**src/rtl/lc_pkg.sv**
```systemverilog
package lc_pkg;
  typedef enum logic [2:0] {
    REQ_NONE,
    REQ_COMMIT,
    REQ_DEC,
    REQ_STAGE,
    REQ_READ
  } lc_req_e;

  localparam logic [7:0] ST_IDLE   = 8'h00;
  localparam logic [7:0] ST_OK     = 8'hAA;
  localparam logic [7:0] ST_EMPTY  = 8'h33;
  localparam logic [7:0] ST_DENY   = 8'h55;
  localparam logic [7:0] ST_TAMPER = 8'h77;
endpackage

```
**src/rtl/lc_req_arb.sv**
```systemverilog
module lc_req_arb
  import lc_pkg::*;
(
  input  logic    commit_i,
  input  logic    dec_i,
  input  logic    stage_i,
  input  logic    read_i,
  output lc_req_e req_o
);
  // fixed priority: commit, decrement, stage, read
  always_comb begin
    if (commit_i)     req_o = REQ_COMMIT;
    else if (dec_i)   req_o = REQ_DEC;
    else if (stage_i) req_o = REQ_STAGE;
    else if (read_i)  req_o = REQ_READ;
    else              req_o = REQ_NONE;
  end
endmodule

```
**src/rtl/lc_stage_buf.sv**
```systemverilog
module lc_stage_buf
  import lc_pkg::*;
#(
  parameter int WORD_W = 32,
  parameter int CNT_W  = 17
) (
  input  logic              clk,
  input  logic              rst_n,
  input  lc_req_e           req_i,
  input  logic [WORD_W-1:0] word_i,
  output logic [CNT_W-1:0]  val_o,
  output logic              pend_o
);
  logic [CNT_W-1:0] val_q, val_d;
  logic             pend_q, pend_d;
  logic             val_en, pend_en;

  always_comb begin
    val_en  = (req_i == REQ_STAGE);
    val_d   = word_i[CNT_W-1:0];
    pend_en = (req_i != REQ_NONE);
    pend_d  = (req_i == REQ_STAGE);
  end

  always_ff @(posedge clk or negedge rst_n) begin
    if (!rst_n) begin
      val_q  <= '0;
      pend_q <= 1'b0;
    end else begin
      if (val_en)  val_q  <= val_d;
      if (pend_en) pend_q <= pend_d;
    end
  end

  assign val_o  = val_q;
  assign pend_o = pend_q;
endmodule

```
**src/rtl/lc_count_core.sv**
```systemverilog
module lc_count_core
  import lc_pkg::*;
#(
  parameter int CNT_W = 17
) (
  input  logic             clk,
  input  logic             rst_n,
  input  lc_req_e          req_i,
  input  logic [CNT_W-1:0] stage_val_i,
  input  logic             stage_pend_i,
  input  logic             tamper_i,
  output logic [CNT_W-1:0] cnt_o,
  output logic             preset_o,
  output logic [7:0]       status_o
);
  logic [CNT_W-1:0] cnt_q, cnt_d;
  logic             pre_q, pre_d;
  logic [7:0]       st_q, st_d;
  logic             tamp_q, tamp_d;
  logic             tamp_now;
  logic             cnt_en, pre_en, st_en, tamp_en;

  assign tamp_now = tamp_q | tamper_i;

  always_comb begin
    cnt_d   = cnt_q;
    pre_d   = pre_q;
    st_d    = st_q;
    cnt_en  = 1'b0;
    pre_en  = 1'b0;
    st_en   = (req_i != REQ_NONE);
    tamp_d  = 1'b1;
    tamp_en = tamper_i & ~tamp_q;
    unique case (req_i)
      REQ_COMMIT: begin
        if (!stage_pend_i)  st_d = ST_EMPTY;
        else if (pre_q)     st_d = ST_DENY;
        else begin
          cnt_d  = stage_val_i;
          pre_d  = 1'b1;
          cnt_en = 1'b1;
          pre_en = 1'b1;
          st_d   = ST_OK;
        end
      end
      REQ_DEC: begin
        if (tamp_now)           st_d = ST_TAMPER;
        else if (!pre_q)        st_d = ST_DENY;
        else if (cnt_q == '0)   st_d = ST_EMPTY;
        else begin
          cnt_d  = cnt_q - 1'b1;
          cnt_en = 1'b1;
          st_d   = ST_OK;
        end
      end
      REQ_STAGE, REQ_READ: st_d = ST_OK;
      default: st_d = st_q;
    endcase
  end

  always_ff @(posedge clk or negedge rst_n) begin
    if (!rst_n) begin
      cnt_q  <= '0;
      pre_q  <= 1'b0;
      st_q   <= ST_IDLE;
      tamp_q <= 1'b0;
    end else begin
      if (cnt_en)  cnt_q  <= cnt_d;
      if (pre_en)  pre_q  <= pre_d;
      if (st_en)   st_q   <= st_d;
      if (tamp_en) tamp_q <= tamp_d;
    end
  end

  assign cnt_o    = cnt_q;
  assign preset_o = pre_q;
  assign status_o = st_q;
endmodule

```
**src/rtl/lifetime_ctr.sv**
```systemverilog
module lifetime_ctr
  import lc_pkg::*;
#(
  parameter int CNT_W  = 17,
  parameter int WORD_W = 32
) (
  input  logic              clk,
  input  logic              rst_n,
  input  logic [WORD_W-1:0] preset_word_i,
  input  logic              stage_i,
  input  logic              commit_i,
  input  logic              dec_i,
  input  logic              read_i,
  input  logic              tamper_i,
  output logic [WORD_W-1:0] count_o,
  output logic              preset_o,
  output logic [7:0]        status_o
);
  localparam int PAD_W = WORD_W - CNT_W;

  lc_req_e          req;
  logic [CNT_W-1:0] stage_val;
  logic             stage_pend;
  logic [CNT_W-1:0] cnt;

  lc_req_arb u_arb (
    .commit_i (commit_i),
    .dec_i    (dec_i),
    .stage_i  (stage_i),
    .read_i   (read_i),
    .req_o    (req)
  );

  lc_stage_buf #(.WORD_W(WORD_W), .CNT_W(CNT_W)) u_buf (
    .clk    (clk),
    .rst_n  (rst_n),
    .req_i  (req),
    .word_i (preset_word_i),
    .val_o  (stage_val),
    .pend_o (stage_pend)
  );

  lc_count_core #(.CNT_W(CNT_W)) u_core (
    .clk          (clk),
    .rst_n        (rst_n),
    .req_i        (req),
    .stage_val_i  (stage_val),
    .stage_pend_i (stage_pend),
    .tamper_i     (tamper_i),
    .cnt_o        (cnt),
    .preset_o     (preset_o),
    .status_o     (status_o)
  );

  generate
    if (PAD_W > 0) begin : g_pad
      assign count_o = {{PAD_W{1'b0}}, cnt};
    end else begin : g_nopad
      assign count_o = cnt[WORD_W-1:0];
    end
  endgenerate
endmodule

```
**config.mk**
```make
export PLATFORM = sky130hd
export DESIGN_NAME = lifetime_ctr
export DESIGN_NICKNAME = d
export VERILOG_FILES = /design/src/rtl/lc_pkg.sv /design/src/rtl/lc_req_arb.sv /design/src/rtl/lc_stage_buf.sv /design/src/rtl/lc_count_core.sv /design/src/rtl/lifetime_ctr.sv
export SDC_FILE = /design/constraint.sdc
export NUM_CORES = 1
export LEC_CHECK = 0
export BUFFER_PORTS_ARGS = -buffer_cell sky130_fd_sc_hd__buf_2
export CORE_MARGIN = 4
export CORE_UTILIZATION = 47
export CTS_BUF_LIST = sky130_fd_sc_hd__clkbuf_2
export DETAILED_ROUTE_END_ITERATION = 6
export PLACE_DENSITY_LB_ADDON = 0.05
export SYNTH_ARGS = -nofsm -noshare
export SYNTH_HDL_FRONTEND = slang
export SYNTH_SLANG_ARGS = --single-unit
```
**constraint.sdc**
```tcl
create_clock -name clk -period 2.3 [get_ports clk]
set_input_delay 0.345 -clock clk [delete_from_list [all_inputs] [get_ports clk]]
set_output_delay 0.345 -clock clk [all_outputs]
set_load 0.01 [all_outputs]
```
# --- Word-level counts from Yosys, hierarchy flattened ---
# Index checks and enable logic that the tools add are counted.
# Widths: inputs -> output; s select.
classes:
  bitwise: 3
  addsub: 1
  mux: 23
  reduce_logical: 8
  eq_ne: 9
op_table:
  columns: ["cell", "count"]
  rows:
  - ["$mux 17", 5]
  - ["$mux 8", 5]
  - ["$pmux 17 s2", 1]
  - ["$pmux 8 s3", 1]
  - ["$logic_not 17->1", 1]
  - ["$sub 17x1->17 const B", 1]
  - ["$mux 3", 4]
  - ["$ne 2x2->1 const B", 4]
  - ["$reduce_and 7->1", 1]
  - ["$eq 3x2->1 const B", 2]
  - ["$mux 1", 6]
  - ["$reduce_bool 3->1", 2]
  - ["$eq 3x1->1 const B", 1]
  - ["$eq 3x3->1 const B", 1]
  - ["$reduce_and 3->1", 1]
  - ["$ne 2x1->1 const B", 1]
  - ["$pmux 1 s2", 1]
  - ["$reduce_and 2->1", 1]
  - ["$reduce_bool 2->1", 1]
  - ["$reduce_or 2->1", 1]
  - ["$and 1x1->1", 1]
  - ["$not 1->1", 1]
  - ["$or 1x1->1", 1]
word_totals:
  ff_bits: 45
  input_bits: 39
  word_cells: 50
  out_inout_bits: 41

# --- Logic depth before layout (Yosys ltp) ---
# Gate-level depths: netlist of run 1.
depth:
  depth_word: 8
  depth_mapped: 8
  depth_no_buf: 7

# --- Cells and area by module ---
# From an unflattened synthesis of run 1, not the netlist that was laid out.
unflattened:
  cells_unflattened: 238
  hier_area_um2: 2427.3
modules_own_cells:
  columns: ["module", "seq_area_each_um2", "cells_each", "n_inst", "area_per_inst_um2"]
  rows:
  - ["lc_count_core", 575.6, 177, 1, 1547.7]
  - ["lc_stage_buf", 450.4, 40, 1, 728.2]
  - ["lifetime_ctr", 0.0, 16, 1, 116.4]
  - ["lc_req_arb", 0.0, 5, 1, 35.0]

# --- Worst setup path before layout of run 1 ---
# No wires, ideal clock.
synth_path:
  path_kind: "register to register"
  from: "reg u_core.cnt_q[0] (netlist: u_core.cnt_o[0])"
  to: "reg u_core.cnt_q[12] (netlist: u_core.cnt_o[12])"
  synth_period_minus_slack_ps: 2214
  path_stages_with_launch: 9
  required_ps: 2169
  setup_time_ps: 131
  setup_slack_ps: 86
  path_buffers: 1
  t_arrival_ps: 2083
  path_cell_list: "dfrtp_1 -> inv_1 -> ha_1 -> or4b_2 -> clkbuf_2 -> or3_1 -> nor2_1 -> o2bb2ai_1 -> a21oi_1"
synth_via:
  elab_chain_len: 6
  elab_cells_between_ends: 12
  cone_classes: "1 x add/sub; 1 x eq/ne; 8 x mux; 2 x reduce/logical"
synth_rtl:
  columns: ["item", "line_no", "source"]
  rows:
  - ["start: declaration", "lc_count_core.sv:16", "logic [CNT_W-1:0] cnt_q, cnt_d;"]
  - ["start signal: assignment", "lc_count_core.sv:68", "if (cnt_en) cnt_q <= cnt_d;"]
  - ["parallel branches: the longest is 6 deep, another holds $sub 17x1->17", null, null]
# Several ways; the timed one is not identified. The select of a mux whose other input is x is not followed.
# A chain may end at the register's enable or synchronous reset.

# --- Worst setup path after layout of run 1 ---
# Same ends and word-level chain as after synthesis.

==> results_dict.tcl, run 1 <==
set metrics [dict create \
    status "complete, no violations" \
    finalCritPeriodShare_pct 95.8 \
    regToRegStartpoint "u_core.cnt_o[0]" \
    slowest_stage "or4b_2" \
    place.gp.congestion 0.903 \
    ys_ff_latch 41 \
    drc 0 \
    cp_max_fo 5 \
    die_h_um 77.4 \
    fp.dieW_um 77.4 \
    final.setup.tns_ns 0 \
    synth_edf_count 0 \
    fin_ws_ns 0.0964 \
    syn-cell-area_um2 2260 \
    grt_use_met1_pct 27.0 \
    slew_viol_final 0 \
    cp_cell_sequence "inv_2, ha_1, or4b_2, or3_1, nor2_1, o2bb2ai_1, a21oi_1" \
    drive_gt1_share_pct 38.7 \
    grt_max_degree 22 \
    gr-total-overflow 0 \
    hp-class "in -> reg" \
    layout.nets 332 \
    leakage_nw 1.33 \
    arrival_ns 2.52 \
    pre_cts_ws_ns 0.0864 \
    yosysSeqAreaShare_pct 45.4 \
    syn_avg_cell_area_um2 10.1 \
    cts_buffers 5 \
    cp_data_required_time_ns 2.62 \
    drtIter0Drc 79 \
    fillers 429 \
    powerDensity_nw_per_um2 544 \
    die_area_um2 5990 \
    timing.hold.ws_ns 0.128 \
    clkTransAtPathRegs_ns 0.21 \
    clkPwrFrac_pct 29.2 \
    grt_pass1_wl_um 8980 \
    routed_wl_um 5430 \
    yosysWarnings 0 \
    fin_cells 344 \
    async_flop_share_pct 100 \
    clockBufferDepth 2 \
    clock_latency_ns 0.42 \
    power_switching_share_pct 26.1 \
    cp-end-kind "flip-flop" \
    slowest_delay_ns 0.65 \
    path_class "reg -> reg" \
    row_count 24 \
    start_util_pct 50.2 \
    cap_viol_max_count 0 \
    final_common_cell "buf_2" \
    antenna_found_initial 0 \
    portBuffers 49 \
    dp_hpwl_um 4060 \
    root_buffer "clkbuf_2" \
    drtAntennaViolNets 0 \
    startpoint "u_core.cnt_o[0]" \
    fin_worst_skew_ns 0.0162 \
    grt_pass1_vias 1786 \
    met2_usage_pct 29.3 \
    post_synth_num_cell_types 51 \
    fmax_mhz 454 \
    worstHoldStart "preset_word_i[16]" \
    grt_usage_pct 18.9 \
    ir_drop_v 0.000282 \
    vias 1909 \
    placedCellCount 334 \
    layout_common_cells "buf_2, dfrtp_1, buf_4, mux2_2, nand2_1" \
    wl_per_cell_um 15.8 \
    start_kind "flip-flop" \
    io_pins 80 \
    rsz0062_at_grt "no" \
    viasPerCell 5.55 \
    use_met3_pct 4.05 \
    cts.sinks 41 \
    h-tree-depth 2 \
    synthFlopType "dfrtp_1" \
    seqPwrFrac_pct 56.2 \
    first_pass_iters 4 \
    min_period_ns 2.20 \
    total_power_mw 1.47 \
    power_switching_mw 0.383 \
    cts_tree "yes" \
    hold_viol_final 0 \
    area_growth_pct 19.1 \
    core_um2 4500 \
    busiest_layer "met2" \
    synthCells 224 \
    n_antenna_cell 0 \
    p_int_mw 1.08 \
    combPwrFrac_pct 14.6 \
    setup_viol 0 \
]
## state kept, by name (all words and copies together), names as in the netlist
signal	cells
u_core.status_o	4
u_buf.pend_o	1
u_core.preset_o	1
u_core.tamp_q	1
u_buf.val_o	17
u_core.cnt_o	17
## timing repair
item                                    in CTS  in global routing
resized for setup                            0                  1
endpoints found under the setup margin       0                  1
hold endpoints to repair                    20                  0
hold buffers                                 1                  0
buffers inserted                             0                  1
## final timing paths
path                                       to  slack (ns)  cells after the start
max in group asynchronous    u_core.cnt_o[14]        1.27                      3
min reg2reg                u_core.status_o[3]        0.52                      2
max                          u_core.cnt_o[12]         0.1                      7
min                           u_buf.val_o[16]        0.13                      2
max reg2reg                  u_core.cnt_o[12]         0.1                      7
min in group asynchronous     u_core.cnt_o[9]        0.38                      2
## logic make-up after synthesis
kind of cell	after synthesis	synth area share (%)
muxes	18	8.96
other	1	0.166
DFF	41	45.4
and+or+nand+nor	75	18.6
buffers and inverters	34	9.57
AOI/OAI and AO/OA	53	16.2
adders and majority gates	2	1.11
## power groups by stage
stage	clock network (mW)	registers, mW	logic, mW
2_1_floorplan	0	0.831	0.162
3_5_place_dp	0	0.840	0.214
3_3_place_gp	0	0.838	0.209
5_1_grt	0.468	0.837	0.241
6_report	0.427	0.824	0.215
4_1_cts	0.438	0.826	0.216
## stage by stage
step / util [%] / area (µm²)
after floorplan: - / 2310
after global placement: 58.0 / 2610
after detailed placement: 58.0 / 2610
after CTS: 59.6 / 2690
after global routing: 59.8 / 2690
final: 59.8 / 2690
## cell usage after synthesis (all sizes together), types with 3 or more instances
cell / number / share of area (%)
mux2: 18 / 9.0
a211oi: 5 / 1.7
clkbuf: 6 / 1.1
nand3: 6 / 1.3
dfrtp: 41 / 45
nor2: 15 / 2.5
a311oi: 4 / 1.5
a32o: 3 / 1.3
nand2: 17 / 2.8
o21ai: 15 / 3.3
nor4: 5 / 2.0
inv: 5 / 0.83
a21oi: 9 / 2.0
buf: 23 / 7.6
nor3: 9 / 2.4
or3: 5 / 1.6
and3: 3 / 0.83
## cell type report
type                       count  area (µm²)  share of cell area (%)
tap                           52        65.1                    2.42
sequential                    41        1030                    38.1
clock inverter                 2        33.8                    1.25
timing repair buffer          75         443                    16.4
clock buffer                   6        30.0                    1.11
inverter                       5        18.8                   0.697
multi-input combinational    163        1080                    40.0
## worst max-delay path, delay by kind of cell (launching register included)
| family | cells | cell delay (ns) |
|---|---|---|
| adders and majority gates | 1 | 0.17 |
| and+or+nand+nor | 3 | 1.15 |
| DFF | 1 | 0.44 |
| AOI/OAI and AO/OA | 2 | 0.24 |
| buffers and inverters | 1 | 0.11 |
## metal layers
layer,up-vias,part of all wire (%)
met4,0,2.0
met3,10,6.7
li1,923,-
met2,72,45
met5,-,0
met1,904,46
No activity file was read; power rests on OpenSTA's default activity.
==> run 2, diff against run 1 <==
PLACE_DENSITY = 0.79   (was default)
PLACE_DENSITY_LB_ADDON = default   (was 0.05)
==> results_dict.tcl, run 2 (same netlist as run 1, synthesis figures left out) <==
set metrics [dict create \
    cts_buffers 5 \
    fin_worst_skew_ns 0.0160 \
    startpoint "u_core.cnt_o[13]" \
    fin_cells 339 \
    clockBufferDepth 2 \
    min_period_ns 2.15 \
    ir_drop_v 0.000298 \
    die_h_um 77.4 \
    cp_data_required_time_ns 2.59 \
    area_growth_pct 16.5 \
    layout_common_cells "buf_2, dfrtp_1, buf_4, mux2_2, nand2_1" \
    grt_pass1_wl_um 9230 \
    powerDensity_nw_per_um2 504 \
    slew_viol_final 0 \
    clock_latency_ns 0.39 \
    clkPwrFrac_pct 22.1 \
    hp-class "in -> async" \
    portBuffers 49 \
    die_area_um2 5990 \
    fp.dieW_um 77.4 \
    finalCritPeriodShare_pct 93.6 \
    placedCellCount 332 \
    final.setup.tns_ns 0 \
    fin_area_um2 2640 \
    row_count 24 \
    cp_max_fo 10 \
    grt_max_degree 42 \
    worstMarginPinSlew_ns 0.893 \
    fillers 402 \
    core_um2 4500 \
    reg2reg_depth 5 \
    antenna_found_initial 0 \
    dp_hpwl_um 3930 \
    grt_usage_pct 18.9 \
    regToRegStartpoint "u_core.cnt_o[13]" \
    fmax_mhz 464 \
    io_pins 80 \
    cts.sinks 41 \
    layout.nets 328 \
    n_antenna_cell 0 \
    leakage_nw 1.30 \
    arrival_ns 2.44 \
    first_pass_iters 5 \
    power_switching_mw 0.362 \
    drc 0 \
    drtIter0Drc 130 \
    combPwrFrac_pct 15.8 \
    viasPerCell 5.79 \
    gr-total-overflow 0 \
    cp-end-kind "flip-flop" \
    total_power_mw 1.33 \
    cap_viol_max_count 0 \
    place.gp.congestion 0.877 \
    path_class "reg -> reg" \
    timing.max_slew.rel_slack_pct 40.5 \
    routed_wl_um 5380 \
    rsz0062_at_grt "yes" \
    grt_pass1_vias 1915 \
    hold_viol_final 0 \
    h-tree-depth 2 \
    wl_per_cell_um 15.9 \
    status "complete, no violations" \
    seqPwrFrac_pct 62.1 \
    dpl_cell_area_um2 2600 \
    power_switching_share_pct 27.3 \
    pre_cts_ws_ns 0.147 \
    start_util_pct 50.2 \
    setup_viol 0 \
    drive_gt1_share_pct 37.6 \
    clkTransAtPathRegs_ns 0.19 \
    fin_ws_ns 0.146 \
    vias 1962 \
    drtAntennaViolNets 0 \
    p_int_mw 0.965 \
    start_kind "flip-flop" \
    cts_tree "yes" \
    final_common_cell "buf_2" \
    root_buffer "clkbuf_2" \
]
-- run 2: changes by cell type in the layout (fill, tap and decap cells not counted) --
cell           previous run  this run
buf_4                    25        22
bufinv_16                 1         0
dlygate4sd3_1             1         0
inv_1                     4         5
inv_2                     1         0
or4b_2                    1         0
or4b_4                    1         2
-- run 2: final cells by class --
type	count	area [µm²]	area share (%)
Sequential cell	41	1030	38.9
Clock buffer	6	30.0	1.14
Tap cell	52	65.1	2.47
Multi-Input combinational cell	163	1080	41.0
Inverter	5	18.8	0.712
Timing Repair Buffer	71	410	15.6
Clock inverter	1	3.75	0.142
-- run 2: final timing paths --
kind	slack, ns	to
min reg2reg	0.52	u_core.tamp_q
max	0.15	u_core.cnt_o[2]
min in group clk	0.16	u_buf.val_o[0]
max in group asynchronous	1.70	u_buf.val_o[1]
max reg2reg	0.15	u_core.cnt_o[2]
min	0.05	u_core.cnt_o[0]
-- run 2: worst max-delay path: stages, from the launching register on --
cell and delay [ns]:
dfrtp_1 0.45, or4_1 0.53, nor2_1 0.24, a41oi_2 0.38, a211oi_1 0.36, a311oi_1 0.08
-- run 2: power by group through the flow --
stage / logic (mW) / clock network [mW] / registers [mW]
after CTS: 0.212 / 0.305 / 0.825
after global placement: 0.205 / 0 / 0.837
after global routing: 0.240 / 0.338 / 0.833
after floorplan: 0.162 / 0 / 0.831
final: 0.210 / 0.293 / 0.824
after detailed placement: 0.211 / 0 / 0.839
-- run 2: what timing repair did --
action	in CTS	in global routing
hold buffers	0	0
setup endpoints to repair	0	2
buffers inserted	0	0
gates resized for setup	0	1
-- run 2: through the flow --
stage / utilization [%] / hold slack [ns]
final: 58.5 / 0.0478
after global routing: 58.5 / 0.103
after CTS: 58.4 / 0.0740
after detailed placement: 57.7 / 0.479
after global placement: 57.7 / 0.470
after floorplan: - / 0.0494
-- run 2: routing by layer --
| metal | up-vias | global-route usage [%] | wire (µm) |
|---|---|---|---|
| met1 | 940 | 25.8 | 2320 |
| li1 | 914 | - | - |
| met2 | 103 | 30.5 | 2490 |
| met4 | 0 | 4.63 | 51 |
| met3 | 5 | 4.51 | 522 |
| met5 | - | 0 | 0 |
==> run 3, diff against run 2 <==
PLACE_DENSITY = 0.85   (was 0.79)
==> results_dict.tcl, run 3 (same netlist as run 1, synthesis figures left out) <==
set metrics [dict create \
    setup_viol 0 \
    power_switching_mw 0.368 \
    n_antenna_cell 0 \
    fin_worst_skew_ns 0.0120 \
    total_power_mw 1.35 \
    cp-end-kind "flip-flop" \
    clkTransAtPathRegs_ns 0.19 \
    gr-total-overflow 0 \
    cts.sinks 41 \
    routed_wl_um 5570 \
    final.setup.tns_ns 0 \
    timing.max_slew.rel_slack_pct 39.8 \
    antenna_found_initial 0 \
    power_switching_share_pct 27.2 \
    seqPwrFrac_pct 61.0 \
    finalCritPeriodShare_pct 93.9 \
    path_buf_inv 0 \
    arrival_ns 2.45 \
    post_cts_buffers 0 \
    powerDensity_nw_per_um2 515 \
    combPwrFrac_pct 15.8 \
    clock_latency_ns 0.39 \
    worstMarginPinSlew_ns 0.903 \
    cts_tree "yes" \
    rsz0062_at_grt "yes" \
    drc 0 \
    min_period_ns 2.16 \
    drtAntennaViolNets 0 \
    cap_viol_max_count 0 \
    hold_viol_final 0 \
    timing.hold.ws_ns 0.0502 \
    hp-class "in -> async" \
    place.gp.congestion 0.899 \
    fp.dieW_um 77.4 \
    slew_viol_final 0 \
    placedCellCount 330 \
    ir_drop_v 0.000308 \
    cp_data_required_time_ns 2.59 \
    drtIter0Drc 124 \
    viasPerCell 5.76 \
    drive_gt1_share_pct 37.8 \
    layout.nets 326 \
    grt_max_degree 42 \
    die_h_um 77.4 \
    cp_top_family "simple AND/OR/NAND/NOR gates" \
    path_class "reg -> reg" \
    core_um2 4500 \
    status "complete, no violations" \
    row_count 24 \
    wl_per_cell_um 16.5 \
    vias 1947 \
    grt_pass1_vias 1895 \
    fin_cells 338 \
    dp_hpwl_um 4030 \
    first_pass_iters 4 \
    grt_pass1_wl_um 9040 \
    start_kind "flip-flop" \
    fillers 412 \
    root_buffer "clkbuf_2" \
    final_common_cell "buf_2" \
    cts_buffers 5 \
    slowest_stage "or4_1" \
    leakage_nw 1.30 \
    p_int_mw 0.985 \
    clkPwrFrac_pct 23.2 \
    clockBufferDepth 2 \
    area_growth_pct 16.1 \
    portBuffers 49 \
    layout_common_cells "buf_2, dfrtp_1, buf_4, mux2_2, nand2_1" \
    cts.hold.buffers_added 0 \
    h-tree-depth 2 \
    slowest_delay_ns 0.65 \
    die_area_um2 5990 \
    io_pins 80 \
    cp_max_fo 10 \
    cp_cell_sequence "or4_1, nor3_2, a41oi_2, a311oi_1, a21oi_1" \
    cts_repair_resize_count 0 \
    grt_usage_pct 18.7 \
    fmax_mhz 463 \
    start_util_pct 50.2 \
]
==> run 3: cell types whose count changed in the layout (fill, tap and decap cells not counted), sizes merged <==
| cell | change |
|---|---|
| buf | -2 |
| clkbuf | +2 |
| clkinv | -1 |
==> run 3: area by class of cell <==
| class | instances | area, µm² | area share (%) |
|---|---|---|---|
| multi-input cells | 163 | 1080 | 41.2 |
| flip-flops and latches | 41 | 1030 | 39.1 |
| repair buffers | 69 | 395 | 15.1 |
| well taps | 52 | 65.1 | 2.48 |
| clock buffers | 8 | 40.0 | 1.52 |
| inverters | 5 | 18.8 | 0.715 |
==> run 3: path summary, 6_finish.rpt <==
kind                                  start               end  slack (ns)  cells after the start
max                         u_core.cnt_o[5]  u_core.cnt_o[16]        0.14                      5
min                                   rst_n   u_buf.val_o[16]        0.05                      1
max reg2reg                 u_core.cnt_o[5]  u_core.cnt_o[16]        0.14                      5
min reg2reg                  u_buf.val_o[7]    u_buf.val_o[7]        0.53                      1
max in group asynchronous             rst_n  u_core.cnt_o[14]        1.69                      1
min in group clk           preset_word_i[0]    u_buf.val_o[0]        0.16                      2
==> run 3: per-layer routing <==
metal,GRT usage (%),part of all wire [%],vias up
met3,3.82,8.0,10
met4,5.34,1.5,0
li1,-,-,913
met5,0,0,-
met1,25.3,43,936
met2,30.7,47,88
==> run 3: stage by stage <==
| stage | utilization [%] | cell area, µm² | setup slack, ns |
|---|---|---|---|
| floorplan | - | 2310 | 0.0858 |
| global placement | 57.3 | 2580 | 0.149 |
| detailed placement | 57.3 | 2580 | 0.0956 |
| CTS | 58.2 | 2620 | 0.0764 |
| global route | 58.3 | 2630 | -0.00193 |
| finish | 58.3 | 2630 | 0.140 |
==> run 3: power by group through the flow <==
stage	registers, mW	clock network, mW	logic (mW)
floorplan	0.831	0	0.162
global placement	0.837	0	0.206
detailed placement	0.839	0	0.215
CTS	0.825	0.326	0.215
global route	0.834	0.365	0.238
finish	0.826	0.314	0.213
